**src/rtl/swc_pkg.sv**
```systemverilog
package swc_pkg;
  localparam int unsigned PIN_W = 3;
  localparam int unsigned PIN_SCLK = 2;
  localparam int unsigned PIN_CSN  = 1;
  localparam int unsigned PIN_SDI  = 0;
  // idle pin levels: clock low, select high, data low
  localparam logic [PIN_W-1:0] PIN_IDLE = 3'b010;
endpackage

```
**src/rtl/swc_sync.sv**
```systemverilog
module swc_sync #(
  parameter int unsigned W = 1,
  parameter int unsigned STAGES = 2,
  parameter logic [W-1:0] RST_VAL = '0
) (
  input  logic         clk,
  input  logic         rst_n,
  input  logic [W-1:0] d,
  output logic [W-1:0] q
);
  logic [W-1:0] stg [STAGES];

  genvar s;
  generate
    for (s = 0; s < STAGES; s++) begin : g_stage
      always_ff @(posedge clk or negedge rst_n) begin
        if (!rst_n) stg[s] <= RST_VAL;
        else if (s == 0) stg[s] <= d;
        else stg[s] <= stg[(s == 0) ? 0 : s-1];
      end
    end
  endgenerate

  assign q = stg[STAGES-1];
endmodule

```
**src/rtl/swc_shifter.sv**
```systemverilog
module swc_shifter #(
  parameter int unsigned WORD_W = 8
) (
  input  logic              clk,
  input  logic              rst_n,
  input  logic              sclk_s,
  input  logic              cs_n_s,
  input  logic              sdi_s,
  output logic              sdo_o,
  output logic [WORD_W-1:0] word_o
);
  logic              sclk_d, cs_n_d;
  logic              ev_rise, ev_fall, ev_sel, ev_desel;
  logic [WORD_W-1:0] shift_q, word_q;
  logic              sdo_q;

  always_ff @(posedge clk or negedge rst_n) begin
    if (!rst_n) begin
      sclk_d <= 1'b0;
      cs_n_d <= 1'b1;
    end else begin
      sclk_d <= sclk_s;
      cs_n_d <= cs_n_s;
    end
  end

  // SCLK edges count only while selected
  assign ev_rise  = sclk_s & ~sclk_d & ~cs_n_s;
  assign ev_fall  = ~sclk_s & sclk_d & ~cs_n_s;
  assign ev_sel   = ~cs_n_s & cs_n_d;
  assign ev_desel = cs_n_s & ~cs_n_d;

  always_ff @(posedge clk or negedge rst_n) begin
    if (!rst_n) shift_q <= '0;
    else if (ev_rise) shift_q <= {shift_q[WORD_W-2:0], sdi_s};
  end

  always_ff @(posedge clk or negedge rst_n) begin
    if (!rst_n) sdo_q <= 1'b0;
    else if (ev_sel || ev_fall) sdo_q <= shift_q[WORD_W-1];
  end

  always_ff @(posedge clk or negedge rst_n) begin
    if (!rst_n) word_q <= '0;
    else if (ev_desel) word_q <= shift_q;
  end

  assign sdo_o  = cs_n_s ? 1'b0 : sdo_q;
  assign word_o = word_q;

  AST_SHIFT_IN: assert property (@(posedge clk) disable iff (!rst_n)
    ev_rise |=> shift_q == {$past(shift_q[WORD_W-2:0]), $past(sdi_s)});
  AST_WORD_HOLD: assert property (@(posedge clk) disable iff (!rst_n)
    !ev_desel |=> $stable(word_q));
  AST_LATCH: assert property (@(posedge clk) disable iff (!rst_n)
    ev_desel |=> word_q == $past(shift_q));
  AST_SDO_MSB: assert property (@(posedge clk) disable iff (!rst_n)
    ev_fall |=> sdo_q == $past(shift_q[WORD_W-1]));
  AST_IDLE_FROZEN: assert property (@(posedge clk) disable iff (!rst_n)
    cs_n_s |=> $stable(shift_q));
endmodule

```
**src/rtl/swc_chain_slave.sv**
```systemverilog
module swc_chain_slave #(
  parameter int unsigned WORD_W = 8,
  parameter int unsigned SYNC_STAGES = 2,
  parameter int unsigned SW_COUNT = 4
) (
  input  logic                clk,
  input  logic                rst_n,
  input  logic                spi_sclk,
  input  logic                spi_cs_n,
  input  logic                spi_sdi,
  output logic                spi_sdo,
  output logic [WORD_W-1:0]   ctrl_word,
  output logic [SW_COUNT-1:0] sw_en
);
  import swc_pkg::*;

  logic [PIN_W-1:0] pins_raw, pins_s;

  assign pins_raw[PIN_SCLK] = spi_sclk;
  assign pins_raw[PIN_CSN]  = spi_cs_n;
  assign pins_raw[PIN_SDI]  = spi_sdi;

  swc_sync #(
    .W(PIN_W), .STAGES(SYNC_STAGES), .RST_VAL(PIN_IDLE)
  ) u_sync (
    .clk(clk), .rst_n(rst_n), .d(pins_raw), .q(pins_s)
  );

  swc_shifter #(.WORD_W(WORD_W)) u_shifter (
    .clk(clk), .rst_n(rst_n),
    .sclk_s(pins_s[PIN_SCLK]), .cs_n_s(pins_s[PIN_CSN]), .sdi_s(pins_s[PIN_SDI]),
    .sdo_o(spi_sdo), .word_o(ctrl_word)
  );

  assign sw_en = ctrl_word[SW_COUNT-1:0];

  initial begin
    assert (SW_COUNT <= WORD_W) else $error("SW_COUNT exceeds WORD_W");
  end
  AST_RESET_OPEN: assert property (@(posedge clk) $rose(rst_n) |-> sw_en == '0);
endmodule

```
**config.mk**
```make
export PLATFORM = sky130hd
export DESIGN_NAME = swc_chain_slave
export DESIGN_NICKNAME = d
export VERILOG_FILES = /design/src/rtl/swc_pkg.sv /design/src/rtl/swc_sync.sv /design/src/rtl/swc_shifter.sv /design/src/rtl/swc_chain_slave.sv
export SDC_FILE = /design/constraint.sdc
export NUM_CORES = 1
export LEC_CHECK = 0
export ABC_AREA = 1
export BUFFER_PORTS_ARGS = -buffer_cell sky130_fd_sc_hd__buf_2
export CAP_MARGIN = 25
export CORE_MARGIN = 3
export CORE_UTILIZATION = 34
export CTS_BUF_LIST = sky130_fd_sc_hd__clkbuf_4
export CTS_CLUSTER_DIAMETER = 200
export DETAILED_ROUTE_END_ITERATION = 10
export SETUP_SLACK_MARGIN = 0.02
export SYNTH_ARGS = -nofsm -noshare
export SYNTH_HDL_FRONTEND = slang
export SYNTH_SLANG_ARGS = --single-unit
export TNS_END_PERCENT = 100
```
**constraint.sdc**
```tcl
create_clock -name clk -period 2 [get_ports clk]
set_clock_uncertainty 0.05 [all_clocks]
set_input_delay 0.5 -clock clk [delete_from_list [all_inputs] [get_ports clk]]
set_output_delay 0.5 -clock clk [all_outputs]
set_load 0.1 [all_outputs]
```
* Word level (Yosys, flattened, before mapping)
Cells that the tools add are included.
Word-level totals: register bits 25, memories kept 0, output and inout bits 13, word-level logic and storage cells 19, memory bits (read-only) 0, input bits 5, memory bits (writable) 0, latch bits 0
Cells by class: add/sub/neg operators 0, multiplexer cells 1, shifts and indexed selects 0, eq/ne operators 0, $mul 0, reduce and logical (&&, ||, !) cells 1, div/mod/pow operators 0, $lt $le $gt $ge 0, bitwise gates (word level) 10
Operators by type and width (count):
- $and 1x1->1 | 6
- $not 1->1 | 4
- $logic_or 1x1->1 | 1
- $mux 1 | 1

* Depth between registers and ports, before layout
depth in word-level cells 4, depth in mapped cells 5, gate-level depth less buffers 5

* Hierarchy
Synthesis repeated with hierarchy kept, for this count alone.
Unflattened totals: cells, all modules 89, area total of the unflattened synthesis 997.2 um2
Modules (own cells, without submodules):
- swc_shifter | cells each 76, area an instance 792.0 um2, seq. area each 476.7 um2, instances 1
- swc_sync | cells each 9, area an instance 175.2 um2, seq. area each 152.6 um2, instances 1
- swc_chain_slave | cells each 4, area an instance 30.0 um2, seq. area each 0.0 um2, instances 1

* Least setup slack after synthesis
Ideal clock, no wire load.
kind flip-flop to output port, from register u_sync.stg, in the netlist u_sync.q[1], to output spi_sdo, path buffers 0, data required time 1450 ps, path slack -193 ps, cell stages (with the launch flop) 2, arrival time 1643 ps, cell sequence dfstp_2 > nor2_1
Between the ends: word-level cells in the longest chain between the ends 1
RTL lines:
- start, declared | RTL line swc_sync.sv:11 | logic [W-1:0] stg [STAGES];
- start signal, assigned by index | RTL line swc_sync.sv:19 | else stg[s] <= stg[(s == 0) ? 0 : s-1];
- $mux 1 | RTL line swc_shifter.sv:48 | assign sdo_o = cs_n_s ? 1'b0 : sdo_q;
- end, declared | RTL line swc_chain_slave.sv:11 | output logic spi_sdo,
Every way passes these cells.

* Worst setup path in the final report
Ends and elaborated chain as after synthesis.

==> impl_metrics.ini <==
[run_status]
status = finished, final reports clean

[power_and_ir_drop]
power_report.internal_total_uw = 766
pwr-share-clk_pct = 16.0
p_per_area_mw_per_mm2 = 1350
seq_power_share_pct = 43.7
leakage_uw = 0.000552
switching_share_pct = 47.0
p_total_uw = 1440
peakVddDrop_mv = 0.743
switchingPower_uw = 678
combPwrFrac_pct = 40.3

[critical_path]
slowest_delay_ps = 610
cp_slowest_cell = dfstp_2
critPathCaptureType = primary output
critPathTopFamily = flip-flops
crit_required_ps = 1450
crit_type = reg2out
arrival_ps = 1260
path_cells = nor2_2, buf_2
critPathBufInv = 1
critPathLaunchType = flip-flop
worstPathMaxFanout = 5
r2r-start = u_sync.q[1]
crit_start = u_sync.q[1]
reg2reg_setup_slack_ps = 830
timing.rr.end = u_shifter.shift_q[7]
reg2reg_depth = 4

[cts]
clockBufferDepth = 2
ctsRootBufferMaster = clkbuf_4
hold_buffers = 0
numClockSinks = 25
cts_buffers = 3
clk_latency_ps = 320
htree_levels = 1
path_clk_slew_ps = 120
tritoncts = done
cts-resized-gates = 0
cts_setup_buffers = 0

[place]
port_buffers = 17
gp_congestion = 0.763
hpwl_um = 965

[floorplanning]
die_x_um = 59.4
start_util_pct = 37.5
ioPinCount = 18
die-area_mm2 = 0.00353
coreArea_mm2 = 0.00259
die_y_um = 59.4
rows = 18

[synth]
synth_area_leaders = dfrtp_1 57%, dfstp_2 8.1%, nand2_1 7.3%
synth.top_cell.area_share_pct = 56.7
synth_compound_area_share_pct = 10.8
syn_area_um2 = 971
synthSimpleGateAreaFrac_pct = 13.8
synth_cells = 86
synth_mux_area_share_pct = 0
synth_adder_area_share_pct = 0
ys_ff_latch = 25
synth_nets = 91
synth_top_family_by_area = simple AND/OR/NAND/NOR gates
synth_top_cell_by_area = dfrtp_1
seq_area_frac_synth_pct = 64.8
avgSynthCellArea_um2 = 11.3
synth_cell_type_count = 13
synth_xor_area_share_pct = 0
yosysWarnings = 0

[sta]
max_freq_mhz = 554
fin_crit_sh_pct = 90.3
maxSlewViolCount = 0
slew_headroom_pct = 64.5
period_needed_ps = 1810
tightest_slew_ps = 532
fin_setup_tns_ps = 0
finalSetupViolCount = 0
hold_viol_final = 0
rsz0062_at_grt = no

[global_route]
grt_max_degree = 26
grt_pass1_vias = 557
gr-usage-all-layers_pct = 9.38
grt_pass1_wl_mm = 2.42
grt_overflow_total = 0
antenna_found_initial = 0

[routing]
vias_per_cell = 4.41
postRouteAntennaNets = 0
drc = 0
drt_iter0_markers = 20
detail_route.wl_per_cell_um = 10.7
routed_wl_mm = 1.41
drt-pass1-iter-count = 4
vias = 578

[layout]
nets = 107
area_delta_synth_final_pct = 10.1
drive_gt1_share_pct = 37.6
antenna_cells = 0

[min_path]
hold_path.class = in2async

[job]
maxCapViolations = 0
worst register-to-register path, cell delays in order, from the launching register on:
cell and delay (ps):
dfstp_2 610, inv_2 80, nand3b_4 210, nand2_1 110
o21ai_2 60
how the worst max path moves through the flow:
stage / slack, ps / to / cells after the start
CTS: 180 / spi_sdo / 2
floorplan: 110 / sw_en[0] / 1
global placement: 560 / spi_sdo / 2
global route: 140 / spi_sdo / 2
detailed placement: 550 / spi_sdo / 2
finish: 190 / spi_sdo / 2
routing by layer:
| layer | up-vias | share of wire [%] | global-route usage (%) |
|---|---|---|---|
| met3 | 5 | 7.1 | 2.61 |
| met1 | 258 | 49 | 12.4 |
| li1 | 296 | - | - |
| met5 | - | 0 | 0 |
| met4 | 0 | 3.6 | 6.80 |
| met2 | 19 | 41 | 12.9 |
sequential cells by signal (all words and copies together) (netlist names):
name,cells
u_shifter.cs_n_d,1
u_shifter.sclk_d,1
u_shifter.sdo_q,1
u_shifter.shift_q,8
u_shifter.word_o,8
u_sync.q,3
u_sync.stg,3
layout make-up:
type,instances,area [um2]
Inverter,12,45.0
Multi-Input combinational cell,43,241
Clock buffer,4,30.0
Fill cell,254,1520
Sequential cell,25,629
Timing Repair Buffer,17,85.1
Tap cell,30,37.5
logic make-up after synthesis:
family / Yosys count
flops: 25
simple gates: 28
buf+inv: 18
compound gates: 15
power groups by stage:
stage               sequential [uW]  clock, uW  combinational (uW)
floorplan                       885          0                 280
global placement                639          0                 583
detailed placement              643          0                 585
CTS                             633        246                 587
global route                    644        267                 609
finish                          631        231                 582
per-stage QoR:
stage	worst slack (ps)	hold WS, ps	instances	utilization [%]	cell area (um2)
5_1_grt	144	119	131	41.3	1070
4_1_cts	177	98.3	131	41.3	1070
3_5_place_dp	551	286	127	40.1	1040
6_report	194	91.6	131	41.3	1070
3_3_place_gp	562	283	127	40.1	1040
2_1_floorplan	110	154	86	-	973
synth_stat cells:
library cell and n:
inv_2 1, inv_1 11, nand3b_4 1, dfstp_2 3, nor2_1 1, nand3_1 4, nand2_2 3, dfrtp_1 22
nand2_1 19, buf_12 1, buf_4 5, o21ai_2 8, o21ai_1 7
cells in the final DEF (no fill, tap or decap), drive strengths merged:
cell type  synthesis  routed
nand2             22      22
nand3              4       4
o21ai             15      15
dfrtp             22      22
nor2               1       1
nand3b             1       1
dfstp              3       3
buf                6      17
clkbuf             0       4
inv               12      12
(Power assumes the default switching activity.)
